**src/rtl/brcall_pkg.sv**
```systemverilog
package brcall_pkg;

   typedef enum logic [1:0] {
      SEQ_RUN,
      SEQ_CALL2,
      SEQ_BUBBLE
   } seq_state_e;

   typedef enum logic [1:0] {
      IK_OTHER,
      IK_BRANCH,
      IK_CALL_LO,
      IK_CALL_HI
   } instr_kind_e;

   localparam logic [7:0] OPC_BRANCH  = 8'hE0;
   localparam logic [6:0] OPC_CALL_LO = 7'b1110110;
   localparam logic [3:0] OPC_CALL_HI = 4'hF;

endpackage

```
**src/rtl/brcall_decode.sv**
```systemverilog
module brcall_decode
   import brcall_pkg::*;
#(
   parameter int PC_W = 21
) (
   input  logic [15:0]     instr,
   input  logic [PC_W-1:0] pc_cur,
   output instr_kind_e     kind,
   output logic [PC_W-1:0] pc_seq,
   output logic [PC_W-1:0] br_target,
   output logic [7:0]      k_lo,
   output logic [11:0]     k_hi,
   output logic            save_bit
);
   localparam int EXT_W = PC_W - 9;

   logic [PC_W-1:0] offset;

   always_comb begin
      if (instr[15:8] == OPC_BRANCH)
         kind = IK_BRANCH;
      else if (instr[15:9] == OPC_CALL_LO)
         kind = IK_CALL_LO;
      else if (instr[15:12] == OPC_CALL_HI)
         kind = IK_CALL_HI;
      else
         kind = IK_OTHER;
   end

   // word offset scaled to bytes, sign-extended to PC width
   assign offset    = {{EXT_W{instr[7]}}, instr[7:0], 1'b0};
   assign pc_seq    = pc_cur + PC_W'(2);
   assign br_target = pc_seq + offset;
   assign k_lo      = instr[7:0];
   assign k_hi      = instr[11:0];
   assign save_bit  = instr[8];

endmodule

```
**src/rtl/brcall_retstack.sv**
```systemverilog
module brcall_retstack #(
   parameter int DEPTH = 31,
   parameter int W     = 21
) (
   input  logic             clk,
   input  logic             rst,
   input  logic             push,
   input  logic [W-1:0]     din,
   output logic [W-1:0]     top,
   output logic [$clog2(DEPTH+1)-1:0] depth,
   output logic             overflow
);
   localparam int SP_W = $clog2(DEPTH + 1);
   localparam int IX_W = (DEPTH > 1) ? $clog2(DEPTH) : 1;

   logic [W-1:0]    mem [DEPTH];
   logic [SP_W-1:0] sp;
   logic            full;

   assign full = (sp == SP_W'(DEPTH));

   always_ff @(posedge clk) begin
      if (rst) begin
         sp       <= '0;
         overflow <= 1'b0;
      end else if (push) begin
         if (full) begin
            overflow <= 1'b1;
         end else begin
            sp <= sp + SP_W'(1);
         end
      end
   end

   always_ff @(posedge clk) begin
      if (push && !full)
         mem[IX_W'(sp)] <= din;
   end

   always_comb begin
      if (sp == '0)
         top = '0;
      else
         top = mem[IX_W'(sp - SP_W'(1))];
   end

   assign depth = sp;


   full_push_chk: assert property (@(posedge clk) disable iff (rst)
      (push && full) |=> (overflow && top == $past(top) && depth == $past(depth)));


   sticky_ovf_chk: assert property (@(posedge clk) disable iff (rst)
      overflow |=> overflow);


   push_grow_chk: assert property (@(posedge clk) disable iff (rst)
      (push && !full) |=> (depth == $past(depth) + SP_W'(1) && top == $past(din)));

endmodule

```
**src/rtl/brcall_shadow.sv**
```systemverilog
module brcall_shadow #(
   parameter int DATA_W    = 8,
   parameter bit SHADOW_EN = 1'b1
) (
   input  logic              clk,
   input  logic              rst,
   input  logic              save,
   input  logic [DATA_W-1:0] w_in,
   input  logic [DATA_W-1:0] status_in,
   input  logic [DATA_W-1:0] bsr_in,
   output logic [DATA_W-1:0] w_sh,
   output logic [DATA_W-1:0] status_sh,
   output logic [DATA_W-1:0] bsr_sh
);
   generate
      if (SHADOW_EN) begin : g_shadow
         always_ff @(posedge clk) begin
            if (rst) begin
               w_sh      <= '0;
               status_sh <= '0;
               bsr_sh    <= '0;
            end else if (save) begin
               w_sh      <= w_in;
               status_sh <= status_in;
               bsr_sh    <= bsr_in;
            end
         end


         shadow_hold_chk: assert property (@(posedge clk) disable iff (rst)
            !save |=> ($stable(w_sh) && $stable(status_sh) && $stable(bsr_sh)));


         shadow_load_chk: assert property (@(posedge clk) disable iff (rst)
            save |=> (w_sh == $past(w_in) && bsr_sh == $past(bsr_in)));
      end else begin : g_no_shadow
         assign w_sh      = '0;
         assign status_sh = '0;
         assign bsr_sh    = '0;
      end
   endgenerate

endmodule

```
**src/rtl/brcall_seq.sv**
```systemverilog
module brcall_seq
   import brcall_pkg::*;
#(
   parameter int PC_W        = 21,
   parameter int DATA_W      = 8,
   parameter int STACK_DEPTH = 31,
   parameter bit SHADOW_EN   = 1'b1
) (
   input  logic              clk,
   input  logic              rst,
   input  logic              fetch_valid,
   input  logic [15:0]       instr,
   input  logic              zero_flag,
   input  logic [DATA_W-1:0] w_in,
   input  logic [DATA_W-1:0] status_in,
   input  logic [DATA_W-1:0] bsr_in,
   output logic [PC_W-1:0]   pc,
   output logic              flush,
   output logic              push_valid,
   output logic [PC_W-1:0]   push_data,
   output logic [PC_W-1:0]   stack_top,
   output logic [$clog2(STACK_DEPTH+1)-1:0] stack_depth,
   output logic              stack_overflow,
   output logic [DATA_W-1:0] shadow_w,
   output logic [DATA_W-1:0] shadow_status,
   output logic [DATA_W-1:0] shadow_bsr
);
   localparam int K_W = 20;

   generate
      if (PC_W < K_W + 1) begin : g_bad_pc
         $error("PC_W must hold a 20-bit word address plus bit 0");
      end
      if (STACK_DEPTH < 1) begin : g_bad_depth
         $error("STACK_DEPTH must be at least 1");
      end
      if (DATA_W < 1) begin : g_bad_data
         $error("DATA_W must be at least 1");
      end
   endgenerate

   seq_state_e      state_q, state_d;
   logic [PC_W-1:0] pc_q, pc_d;
   logic [7:0]      klo_q;
   logic            save_q;
   logic            latch_call;
   logic            do_push;
   logic            do_save;

   instr_kind_e     kind;
   logic [PC_W-1:0] pc_seq;
   logic [PC_W-1:0] br_target;
   logic [7:0]      k_lo;
   logic [11:0]     k_hi;
   logic            save_bit;

   brcall_decode #(.PC_W(PC_W)) u_decode (
      .instr     (instr),
      .pc_cur    (pc_q),
      .kind      (kind),
      .pc_seq    (pc_seq),
      .br_target (br_target),
      .k_lo      (k_lo),
      .k_hi      (k_hi),
      .save_bit  (save_bit)
   );

   always_comb begin
      state_d    = state_q;
      pc_d       = pc_q;
      latch_call = 1'b0;
      do_push    = 1'b0;
      do_save    = 1'b0;
      if (state_q == SEQ_BUBBLE) begin
         state_d = SEQ_RUN;
      end else if (fetch_valid) begin
         if (state_q == SEQ_CALL2 && kind == IK_CALL_HI) begin
            do_push  = 1'b1;
            do_save  = save_q;
            pc_d     = '0;
            pc_d[K_W:0] = {k_hi, klo_q, 1'b0};
            state_d  = SEQ_RUN;
         end else begin
            pc_d    = pc_seq;
            state_d = SEQ_RUN;
            unique case (kind)
               IK_BRANCH: begin
                  if (zero_flag) begin
                     pc_d    = br_target;
                     state_d = SEQ_BUBBLE;
                  end
               end
               IK_CALL_LO: begin
                  latch_call = 1'b1;
                  state_d    = SEQ_CALL2;
               end
               default: ;
            endcase
         end
      end
   end

   always_ff @(posedge clk) begin
      if (rst) begin
         state_q <= SEQ_RUN;
         pc_q    <= '0;
         klo_q   <= '0;
         save_q  <= 1'b0;
      end else begin
         state_q <= state_d;
         pc_q    <= pc_d;
         if (latch_call) begin
            klo_q  <= k_lo;
            save_q <= save_bit;
         end
      end
   end

   // pc already points at the second word, so the return address is pc+2
   assign push_valid = do_push;
   assign push_data  = pc_seq;
   assign pc         = pc_q;
   assign flush      = (state_q == SEQ_BUBBLE);

   brcall_retstack #(.DEPTH(STACK_DEPTH), .W(PC_W)) u_stack (
      .clk      (clk),
      .rst      (rst),
      .push     (do_push),
      .din      (pc_seq),
      .top      (stack_top),
      .depth    (stack_depth),
      .overflow (stack_overflow)
   );

   brcall_shadow #(.DATA_W(DATA_W), .SHADOW_EN(SHADOW_EN)) u_shadow (
      .clk       (clk),
      .rst       (rst),
      .save      (do_save),
      .w_in      (w_in),
      .status_in (status_in),
      .bsr_in    (bsr_in),
      .w_sh      (shadow_w),
      .status_sh (shadow_status),
      .bsr_sh    (shadow_bsr)
   );


   pc_even_chk: assert property (@(posedge clk) disable iff (rst)
      pc[0] == 1'b0);


   bubble_once_chk: assert property (@(posedge clk) disable iff (rst)
      flush |=> !flush);


   bubble_hold_chk: assert property (@(posedge clk) disable iff (rst)
      flush |=> pc == $past(pc));


   idle_hold_chk: assert property (@(posedge clk) disable iff (rst)
      (!fetch_valid && !flush) |=> $stable(pc));


   push_gap_chk: assert property (@(posedge clk) disable iff (rst)
      push_valid |=> !push_valid);

endmodule

```
**config.mk**
```make
export PLATFORM = sky130hd
export DESIGN_NAME = brcall_seq
export DESIGN_NICKNAME = d
export VERILOG_FILES = /design/src/rtl/brcall_pkg.sv /design/src/rtl/brcall_decode.sv /design/src/rtl/brcall_retstack.sv /design/src/rtl/brcall_shadow.sv /design/src/rtl/brcall_seq.sv
export SDC_FILE = /design/constraint.sdc
export NUM_CORES = 1
export LEC_CHECK = 0
export BUFFER_PORTS_ARGS = -buffer_cell sky130_fd_sc_hd__buf_2
export CORE_MARGIN = 8
export CORE_UTILIZATION = 36
export DETAILED_ROUTE_END_ITERATION = 6
export GPL_TIMING_DRIVEN = 0
export PLACE_DENSITY = 0.56
export REMOVE_ABC_BUFFERS = 1
export SYNTH_ARGS = -nofsm -noshare
export SYNTH_HDL_FRONTEND = slang
export SYNTH_SLANG_ARGS = --single-unit
```
**constraint.sdc**
```tcl
create_clock -name clk -period 7.8 [get_ports clk]
set_input_delay 0.39 -clock clk [delete_from_list [all_inputs] [get_ports clk]]
set_output_delay 0.39 -clock clk [all_outputs]
set_load 0.01 [all_outputs]
```
==> results.py <==
metrics = {
    "logic_synthesis": {
        "yosysWarnings": 0,
        "syn_inst": 1579,
        "avgSynthCellArea_um2": 17.6,
        "synth_cell_types": 54,
        "ys_seq_elements": 681,
        "yosys_most_used_dff": "edfxtp_1",
        "synth_edf_count": 620,
        "netlist_area_um2": 27900,
        "seq_area_frac_synth_pct": 71.2,
        "async_reset_ff_share_pct": 0,
    },
    "grt": {
        "grt_pass1_wl_um": 103000,
        "antenna_found_initial": 2,
        "grt_pass1_vias": 16100,
        "grt_max_degree": 56,
        "grt_usage_pct": 16.1,
        "gr-total-overflow": 0,
    },
    "critical_path": {
        "cp_common_cell": "buf_8",
        "crit_arrival_ps": 4360,
        "crit-reg2reg-launch": "state_q[0]",
        "crit_fanout": 30,
        "r2r_cells": 6,
        "worstSetupPathType": "reg -> out",
        "rrSetupSlack_ps": 3430,
        "path_cells": "inv_1 -> ha_1 -> xnor2_2 -> buf_8 -> buf_8 -> buf_8 -> mux4_2 -> mux4_2 -> inv_1 -> o22ai_1 -> buf_2",
        "worstPathRequired_ps": 7410,
        "cp-end-kind": "primary output",
        "crit_family": "buffers and inverters",
        "r2r_end": "u_stack.mem[20][1]",
        "crit_buf_inv": 6,
        "worst_path_max_delay_cell": "dfxtp_4",
        "cpPeakStageDelay_ps": 770,
        "crit_path_start_kind": "register",
    },
    "drt": {
        "dr.pass1.iters": 6,
        "wire_per_inst_um": 24.6,
        "drtIter0Drc": 1228,
        "wl_um": 70500,
        "routed-via-count": 15300,
        "drc": 0,
        "post_drt_via_cell_ratio": 5.35,
        "ant_nets": 0,
    },
    "timing": {
        "finalCritPeriodShare_pct": 60.9,
        "min_period_ps": 4750,
        "tns_ps": 0,
        "max_slew_margin_pct": 4.98,
        "hold_slack_ps": 41.7,
        "max_freq_ghz": 0.211,
        "tightestPinTransition_ps": 1410,
        "hold_viol_final": 0,
        "finalClockSkew_ps": 18.2,
        "rsz0062_at_grt": "no",
        "finalSetupViolations": 0,
        "final-max-slew-violation-count": 0,
    },
    "place": {
        "io_buffer_count": 135,
        "routabilityCongestion": 0.823,
        "dp_cells": 2722,
        "dp_hpwl_um": 43300,
    },
    "clock_network": {
        "post_cts_buffers": 0,
        "clk-insertion-delay-late_ps": 610,
        "cts_max_level": 3,
        "cts_hold_buf": 15,
        "cts-resized-gates": 0,
        "cts-root-buf": "clkbuf_16",
        "cts.sinks": 681,
        "cts.path.max_buffers": 3,
        "path_clk_slew_ps": 60,
        "cts_inserted_buffers": 72,
        "cts_tree": "yes",
    },
    "floorplan": {
        "die_y_um": 294,
        "dieArea_um2": 86600,
        "core_area_um2": 77100,
        "row_count": 102,
        "die_x_um": 294,
        "io_pins": 139,
        "initial_core_util_pct": 36.1,
    },
    "min_path": {
        "hold_class": "in -> reg",
        "hold_start": "status_in[3]",
        "hold_depth": 3,
        "min_to": "u_shadow.status_sh[3]",
    },
    "cells_and_area": {
        "diodes": 0,
        "drive_gt1_share_pct": 28.7,
        "fin_nets": 1847,
        "layout_commonest_cell": "edfxtp_1",
        "most-common-layout-cells": "edfxtp_1, mux4_2, buf_2, nand2_1, clkbuf_16",
        "area_growth_pct": 19.3,
        "num-fill-cells": 6819,
        "fin_cells": 2863,
    },
    "run": {
        "drv_cap": 0,
    },
    "pwr": {
        "powerDensity_nw_per_um2": 222,
        "ir_worst_vdd_uv": 163,
        "power_leakage_nw": 11.6,
        "power.total_mw": 7.38,
    },
    "outcome": {
        "status": "complete, no violations",
    },
}
worst max path at each step:
stage,from,to,slack (ps),depth (start not counted)
CTS,u_stack.depth[0],stack_top[6],2880,11
global placement,u_stack.depth[0],stack_top[9],-19070,8
detailed placement,instr[13],u_stack.mem[23][16],3120,7
finish,u_stack.depth[0],stack_top[6],3050,11
global route,u_stack.depth[0],stack_top[6],2720,11
floorplan,u_stack.depth[0],stack_top[10],-8580,7
worst reg2reg max path: cells and delay by family (launching register included):
| kind | cells | cell delay (ps) |
|---|---|---|
| flip-flops | 1 | 350 |
| AND/OR/NAND/NOR | 6 | 3620 |
synthesized netlist by cell type, types with 4 or more instances:
library cell,instances,area share [%]
o22ai_1,22,0.49
or3_1,5,0.11
ha_1,31,1.4
xnor2_1,24,0.75
inv_1,28,0.38
o21ai_0,34,0.61
a21o_1,10,0.27
a21oi_1,72,1.3
nor4_1,5,0.11
buf_2,12,0.22
nand3b_1,5,0.13
o221ai_1,6,0.19
and2_1,4,0.090
mux2_2,19,0.77
o211ai_1,17,0.46
clkbuf_1,61,0.82
and3_1,8,0.18
dfxtp_1,61,4.4
buf_1,10,0.13
nor2_1,89,1.2
nand3_1,20,0.36
xor2_1,13,0.41
a211oi_1,4,0.11
nor3_1,13,0.23
nand2_1,114,1.5
mux2i_1,52,1.9
mux4_2,161,13
nand4_1,10,0.22
nand2b_1,4,0.090
edfxtp_1,620,67
a211o_1,4,0.13
cell families after synthesis:
| logic type | synth area share, % |
|---|---|
| AO/OA/AOI/OAI | 4.35 |
| adder cells (fa/ha/maj) | 1.46 |
| AND/OR/NAND/NOR | 4.53 |
| multiplexers | 15.7 |
| buffers and inverters | 1.63 |
| XOR/XNOR | 1.16 |
| flip-flops | 71.2 |
| other | 0.0135 |
where the power goes:
group | total (mW) | leakage, nW | internal [mW] | switching, mW
logic | 0.156 | 3.57 | 0.0569 | 0.0991
registers | 3.96 | 6.90 | 3.95 | 0.00645
clock network | 3.27 | 1.08 | 1.87 | 1.40
final cells by class:
| type | instances | area [µm²] | area share, % |
|---|---|---|---|
| flip-flops and latches | 681 | 19800 | 59.7 |
| repair buffers | 202 | 1730 | 5.20 |
| well taps | 1040 | 1300 | 3.92 |
| clock buffers | 95 | 1980 | 5.96 |
| inverters | 28 | 105 | 0.316 |
| multi-input cells | 786 | 8020 | 24.1 |
| clock inverters | 31 | 263 | 0.791 |
sequential cells by signal, summed over array words and instances, names as in the netlist:
name and flops:
u_stack.mem 620, pc 20, klo_q 8, u_shadow.bsr_sh 8, u_shadow.status_sh 8, u_shadow.w_sh 8, u_stack.depth 5, state_q 2
save_q 1, u_stack.overflow 1
metal layers:
layer	track usage, %	vias up	routed length (µm)
met4	4.57	0	1740
met5	0	-	0
met2	25.5	517	32900
met1	21.8	7978	30800
li1	-	6719	-
met3	4.18	101	5050
stage by stage:
step                setup slack, ps  util, %  instance area [µm²]
finish                         3050     43.1                33200
global route                   2720     43.1                33200
CTS                            2880     43.1                33200
detailed placement             3120     40.0                30800
global placement             -19070     38.3                29500
floorplan                     -8580        -                27500
(Power assumes the default switching activity.)
